**src/rtl/scl_div_pkg.sv**
```systemverilog
package scl_div_pkg;
  // strobes from control to datapath
  typedef struct packed {
    logic clearCnt;  // hold both counters at zero
    logic loadCfg;   // capture divider fields
    logic stepPer;   // advance the tick counter
    logic wrapPer;   // restart the tick counter
  } sclCtl_t;
endpackage

```
**src/rtl/scl_div_datapath.sv**
```systemverilog
module scl_div_datapath
  import scl_div_pkg::*;
#(
  parameter int CDF_W  = 2,
  parameter int SCGD_W = 6,
  parameter int COMP_W = 5,
  parameter int BASE   = 20,
  parameter int STEP   = 8
) (
  input  logic                     clk,
  input  logic                     rst_n,
  input  sclCtl_t                  ctl,
  input  logic [CDF_W+SCGD_W-1:0]  divReg,
  input  logic [COMP_W-1:0]        compCount,
  output logic                     ickTick,
  output logic                     atHalf,
  output logic                     atEnd
);
  localparam int MAX_N = BASE + STEP * ((1 << SCGD_W) - 1) + ((1 << COMP_W) - 1);
  localparam int PER_W = $clog2(MAX_N + 2);

  logic [CDF_W-1:0]  cdfAct;
  logic [SCGD_W-1:0] scgdAct;
  logic [COMP_W-1:0] compAct;
  logic [CDF_W-1:0]  preCnt;
  logic [PER_W-1:0]  perCnt;
  logic [PER_W-1:0]  periodLen;
  logic [PER_W-1:0]  lowLen;

  assign periodLen = PER_W'(BASE) + PER_W'(scgdAct) * PER_W'(STEP) + PER_W'(compAct);
  assign lowLen    = (periodLen + PER_W'(1)) >> 1;
  assign ickTick   = (preCnt == cdfAct);
  assign atEnd     = (perCnt == periodLen - PER_W'(1));
  assign atHalf    = (perCnt == lowLen - PER_W'(1));

  always_ff @(posedge clk or negedge rst_n) begin
    if (!rst_n) begin
      cdfAct  <= '0;
      scgdAct <= '0;
      compAct <= '0;
    end else if (ctl.loadCfg) begin
      cdfAct  <= divReg[CDF_W-1:0];
      scgdAct <= divReg[CDF_W+SCGD_W-1:CDF_W];
      compAct <= compCount;
    end
  end

  always_ff @(posedge clk or negedge rst_n) begin
    if (!rst_n) begin
      preCnt <= '0;
      perCnt <= '0;
    end else if (ctl.clearCnt) begin
      preCnt <= '0;
      perCnt <= '0;
    end else begin
      preCnt <= ickTick ? '0 : preCnt + CDF_W'(1);
      if (ctl.wrapPer)      perCnt <= '0;
      else if (ctl.stepPer) perCnt <= perCnt + PER_W'(1);
    end
  end
endmodule

```
**src/rtl/scl_div_ctrl.sv**
```systemverilog
module scl_div_ctrl
  import scl_div_pkg::*;
(
  input  logic    clk,
  input  logic    rst_n,
  input  logic    enable,
  input  logic    ickTick,
  input  logic    atHalf,
  input  logic    atEnd,
  output sclCtl_t ctl,
  output logic    sclLevel,
  output logic    highStrobe,
  output logic    lowStrobe,
  output logic    periodTick
);
  logic running;
  logic starting;
  logic boundary;
  logic midPoint;

  assign starting = enable && !running;
  assign boundary = enable && running && ickTick && atEnd;
  assign midPoint = enable && running && ickTick && atHalf && !atEnd;

  always_comb begin
    ctl          = '0;
    ctl.clearCnt = !enable || !running;
    ctl.loadCfg  = starting || boundary;
    ctl.stepPer  = enable && running && ickTick && !atEnd;
    ctl.wrapPer  = boundary;
  end

  always_ff @(posedge clk or negedge rst_n) begin
    if (!rst_n) begin
      running    <= 1'b0;
      sclLevel   <= 1'b1;
      highStrobe <= 1'b0;
      lowStrobe  <= 1'b0;
      periodTick <= 1'b0;
    end else begin
      running    <= enable;
      highStrobe <= midPoint;
      lowStrobe  <= starting || boundary;
      periodTick <= boundary;
      if (!enable)                   sclLevel <= 1'b1;
      else if (starting || boundary) sclLevel <= 1'b0;
      else if (midPoint)             sclLevel <= 1'b1;
    end
  end
endmodule

```
**src/rtl/scl_div.sv**
```systemverilog
module scl_div
  import scl_div_pkg::*;
#(
  parameter int CDF_W  = 2,
  parameter int SCGD_W = 6,
  parameter int COMP_W = 5
) (
  input  logic                    clk,
  input  logic                    rst_n,
  input  logic                    enable,
  input  logic [CDF_W+SCGD_W-1:0] divReg,
  input  logic [COMP_W-1:0]       compCount,
  output logic                    sclLevel,
  output logic                    highStrobe,
  output logic                    lowStrobe,
  output logic                    periodTick
);
  sclCtl_t ctl;
  logic ickTick;
  logic atHalf;
  logic atEnd;

  scl_div_datapath #(
    .CDF_W(CDF_W), .SCGD_W(SCGD_W), .COMP_W(COMP_W), .BASE(20), .STEP(8)
  ) u_dp (
    .clk(clk), .rst_n(rst_n), .ctl(ctl), .divReg(divReg), .compCount(compCount),
    .ickTick(ickTick), .atHalf(atHalf), .atEnd(atEnd)
  );

  scl_div_ctrl u_ctrl (
    .clk(clk), .rst_n(rst_n), .enable(enable), .ickTick(ickTick),
    .atHalf(atHalf), .atEnd(atEnd), .ctl(ctl), .sclLevel(sclLevel),
    .highStrobe(highStrobe), .lowStrobe(lowStrobe), .periodTick(periodTick)
  );
endmodule

```
**config.mk**
```make
export PLATFORM = sky130hd
export DESIGN_NAME = scl_div
export DESIGN_NICKNAME = d
export VERILOG_FILES = /design/src/rtl/scl_div_pkg.sv /design/src/rtl/scl_div_datapath.sv /design/src/rtl/scl_div_ctrl.sv /design/src/rtl/scl_div.sv
export SDC_FILE = /design/constraint.sdc
export NUM_CORES = 1
export LEC_CHECK = 0
export ABC_AREA = 1
export BUFFER_PORTS_ARGS = -buffer_cell sky130_fd_sc_hd__buf_4
export CAP_MARGIN = 30
export CORE_ASPECT_RATIO = 1.25
export CORE_MARGIN = 1.5
export CORE_UTILIZATION = 51
export DETAILED_ROUTE_END_ITERATION = 6
export GPL_TIMING_DRIVEN = 0
export PLACE_DENSITY_LB_ADDON = 0.1
export SLEW_MARGIN = 5
export SYNTH_ARGS = -nofsm -noshare
export SYNTH_HDL_FRONTEND = slang
export SYNTH_SLANG_ARGS = --single-unit
```
**constraint.sdc**
```tcl
create_clock -name clk -period 8.04 [get_ports clk]
set_clock_uncertainty 0.15 [all_clocks]
set_input_delay 0.402 -clock clk [delete_from_list [all_inputs] [get_ports clk]]
set_output_delay 0.402 -clock clk [all_outputs]
set_load 0.01 [all_outputs]
```
==> flow_metrics.py <==
metrics = {
    "outcome": {
        "status": "finished, final reports clean",
    },
    "routing": {
        "finalWirelength_mm": 5.78,
        "first_pass_iters": 4,
        "drcViolationCount": 0,
        "drt.antenna.violating_nets": 0,
        "detail_route.vias_per_cell": 5.14,
        "detailroute.via_count": 2555,
        "avgRoutedWirePerCell_um": 11.6,
        "initial_drc_count": 146,
    },
    "global_routing": {
        "grt_pass1_vias": 2371,
        "antenna_found_initial": 0,
        "global_route.usage.total_pct": 24.3,
        "largest_net_degree_at_the_start_of_global_routing": 31,
        "grt_remaining_overflow": 0,
        "grt_pass1_wl_mm": 10.2,
    },
    "critical_path": {
        "worst_setup_path_end_kind": "flop",
        "critical_path.startpoint_type": "flop",
        "required_ns": 8.12,
        "critPathMaxFanout": 7,
        "critPathArrivalTime_ns": 3.42,
        "worst-setup-path-type": "reg2reg",
    },
    "layout": {
        "final_nets": 465,
        "area_growth_syn_to_layout_pct": 12.4,
        "antenna-diode-count": 0,
        "instances_no_fill": 497,
        "share_of_cells_above_drive_strength_1_pct": 12.6,
    },
    "floorplan": {
        "coreArea_mm2": 0.00480,
        "die_area_mm2": 0.00548,
        "chipHeight_um": 82.4,
        "die_w_um": 66.5,
        "rows": 28,
        "initial_util_pct": 53.6,
        "io_pins": 20,
    },
    "cts": {
        "insertion_delay_ns": 0.29,
        "clock-root-buffer": "sky130_fd_sc_hd__clkbuf_8",
        "cts.repair.resized": 0,
        "number_of_cts_inserted_buffers": 5,
        "worst_setup_hold_path_clk_slew_ns": 0.07,
        "cts_num_sinks": 30,
        "post-cts-setup-buffers": 0,
        "tritoncts": "yes",
        "cts_buffer_depth": 2,
        "post_cts_hold_buffer_count": 1,
        "cts_max_level": 2,
    },
    "logic_synthesis": {
        "syn-mean-instance-area_um2": 6.29,
        "synth-main-ff-cell": "sky130_fd_sc_hd__dfrtp_1",
        "postSynthCellCount": 409,
        "yosys_register_bits": 30,
        "netlist.top_cell.by_area": "sky130_fd_sc_hd__dfrtp_1",
        "synth.cells.most_frequent": "sky130_fd_sc_hd__nand2_1, sky130_fd_sc_hd__nand3_1, sky130_fd_sc_hd__inv_1",
        "synth-edff-count": 0,
        "synthTopCellsByArea": "sky130_fd_sc_hd__dfrtp_1, sky130_fd_sc_hd__nand2_1, sky130_fd_sc_hd__nand3_1",
        "netlist-cell-type-count": 32,
        "synth_seq_area_share_pct": 29.2,
        "synth_top_cell_area_share_pct": 28.2,
        "synth.net_count": 438,
        "synth_async_sr_flop_share_pct": 100,
        "synthesis.yosys.warnings": 0,
        "synthMostInstantiatedCell": "sky130_fd_sc_hd__nand2_1",
        "syn-cell-area_mm2": 0.00257,
    },
    "sta": {
        "worstMarginPinSlew_ns": 0.487,
        "final.setup.tns_ns": 0,
        "fmax_ghz": 0.300,
        "min_period_over_period_pct": 41.5,
        "timing_max_transition_violations_final": 0,
        "grt_setup_unrepaired": "no",
        "max-slew-margin-rel_pct": 67.5,
        "setup_viol": 0,
        "finalHoldViolations": 0,
        "period_needed_ns": 3.34,
    },
    "placement": {
        "place.detailed.hpwl_mm": 4.61,
        "instance_count_after_placement_with_tap_cells_included": 488,
        "place_congestion": 0.870,
        "place.port_buffers": 19,
    },
    "worst_hold_path": {
        "hold_class": "in2reg",
    },
    "run": {
        "drv_cap": 0,
    },
    "power_and_ir_drop": {
        "leakagePower_nw": 1.53,
        "power.density_mw_per_mm2": 181,
        "worst_ir_drop_vdd_mv": 0.103,
    },
}
[cell usage in the layout, fill, tap and decap left out, types with 2 or more instances in the layout]
cell,n
sky130_fd_sc_hd__xor2_1,4
sky130_fd_sc_hd__nand3_2,4
sky130_fd_sc_hd__clkbuf_8,6
sky130_fd_sc_hd__a21oi_1,2
sky130_fd_sc_hd__nor3_1,2
sky130_fd_sc_hd__inv_1,43
sky130_fd_sc_hd__nand3_1,50
sky130_fd_sc_hd__nor2_1,32
sky130_fd_sc_hd__buf_4,19
sky130_fd_sc_hd__ha_1,12
sky130_fd_sc_hd__clkbuf_1,2
sky130_fd_sc_hd__clkinv_1,2
sky130_fd_sc_hd__xnor2_1,6
sky130_fd_sc_hd__nor2_2,4
sky130_fd_sc_hd__inv_2,8
sky130_fd_sc_hd__buf_6,2
sky130_fd_sc_hd__o22ai_1,2
sky130_fd_sc_hd__dfrtp_1,29
sky130_fd_sc_hd__nand2_1,161
sky130_fd_sc_hd__nand3b_1,3
sky130_fd_sc_hd__o21ai_1,9
sky130_fd_sc_hd__nand4_1,8
sky130_fd_sc_hd__nand2_2,5
sky130_fd_sc_hd__o21ai_0,10
[power breakdown]
group	internal, mW	switching [mW]
clock	0.0690	0.0586
combinational	0.0789	0.147
sequential	0.162	0.00917
[per-stage QoR]
| stage | hold slack [ns] | util [%] | power [mW] | setup slack, ns | instance area (µm²) |
|---|---|---|---|---|---|
| 2_1_floorplan | -0.0436 | - | 0.351 | 5.15 | 2570 |
| 3_3_place_gp | 0.202 | 58.1 | 0.391 | 4.77 | 2790 |
| 3_5_place_dp | 0.203 | 58.1 | 0.399 | 4.74 | 2790 |
| 4_1_cts | 0.100 | 60.2 | 0.528 | 4.70 | 2890 |
| 5_1_grt | 0.104 | 60.2 | 0.570 | 4.36 | 2890 |
| 6_report | 0.104 | 60.2 | 0.525 | 4.70 | 2890 |
[critical path, stage by stage (launching register included)]
cell	delay (ns)
sky130_fd_sc_hd__dfrtp_1	0.38
sky130_fd_sc_hd__ha_1	0.33
sky130_fd_sc_hd__ha_1	0.23
sky130_fd_sc_hd__inv_1	0.07
sky130_fd_sc_hd__fa_1	0.55
sky130_fd_sc_hd__inv_1	0.12
sky130_fd_sc_hd__nand2_1	0.06
sky130_fd_sc_hd__nor2_1	0.12
sky130_fd_sc_hd__nand3_1	0.11
sky130_fd_sc_hd__nand2_1	0.17
sky130_fd_sc_hd__nand4_1	0.16
sky130_fd_sc_hd__nor2_1	0.13
sky130_fd_sc_hd__nand2_1	0.11
sky130_fd_sc_hd__nor2_2	0.11
sky130_fd_sc_hd__nand2_1	0.06
sky130_fd_sc_hd__nand2_1	0.07
sky130_fd_sc_hd__nand2_1	0.05
sky130_fd_sc_hd__nor2_1	0.10
sky130_fd_sc_hd__nand2_1	0.08
sky130_fd_sc_hd__nand2_1	0.07
sky130_fd_sc_hd__nand2_1	0.04
sky130_fd_sc_hd__nand2_1	0.05
[layout make-up]
cell class                      count  area, µm²
Buffer                              4       31.3
Clock buffer                        7       86.3
Clock inverter                      1       5.00
Fill cell                         449       1910
Inverter                           53        199
Multi-Input combinational cell    322       1590
Sequential cell                    30        752
Tap cell                           60       75.1
Timing Repair Buffer               20        153
[metal layers]
| layer | up-vias | routed length, µm | track usage [%] |
|---|---|---|---|
| met5 | - | 0 | 0 |
| met2 | 42 | 2840 | 43.3 |
| met3 | 11 | 190 | 2.98 |
| met4 | 0 | 150 | 11.0 |
| met1 | 1150 | 2610 | 29.2 |
| li1 | 1352 | - | - |
[registers in the layout (all words and copies together) (netlist names)]
name               flops
u_ctrl.lowStrobe       1
u_dp.scgdAct           6
u_ctrl.running         1
u_dp.preCnt            2
u_dp.cdfAct            2
u_ctrl.periodTick      1
u_dp.perCnt           10
u_ctrl.highStrobe      1
u_dp.compAct           5
u_ctrl.sclLevel        1
[path summary, 6_finish.rpt]
path	from	to	slack (ns)	cells after the start
worst max register to register	u_dp.compAct[3]	u_ctrl.sclLevel	4.70	21
worst min-delay path	enable	u_ctrl.running	0.10	1
worst max-delay path	u_dp.compAct[3]	u_ctrl.sclLevel	4.70	21
min in group asynchronous	rst_n	u_dp.compAct[3]	0.46	2
max in group asynchronous	rst_n	u_ctrl.sclLevel	6.95	2
worst min register to register	u_dp.scgdAct[0]	u_dp.scgdAct[0]	0.33	2
[logic make-up (layout without fill, tap and decap cells)]
family	after synthesis	count (layout)	share of synthesized area, %
AND/OR/NAND/NOR	274	274	46.6
adder cells (fa/ha/maj)	13	13	6.61
AO/OA/AOI/OAI	25	25	5.20
XOR/XNOR	10	10	3.40
buffers and inverters	57	85	8.95
flip-flops	30	30	29.2
Note: power is estimated with default switching activity, not from simulation.
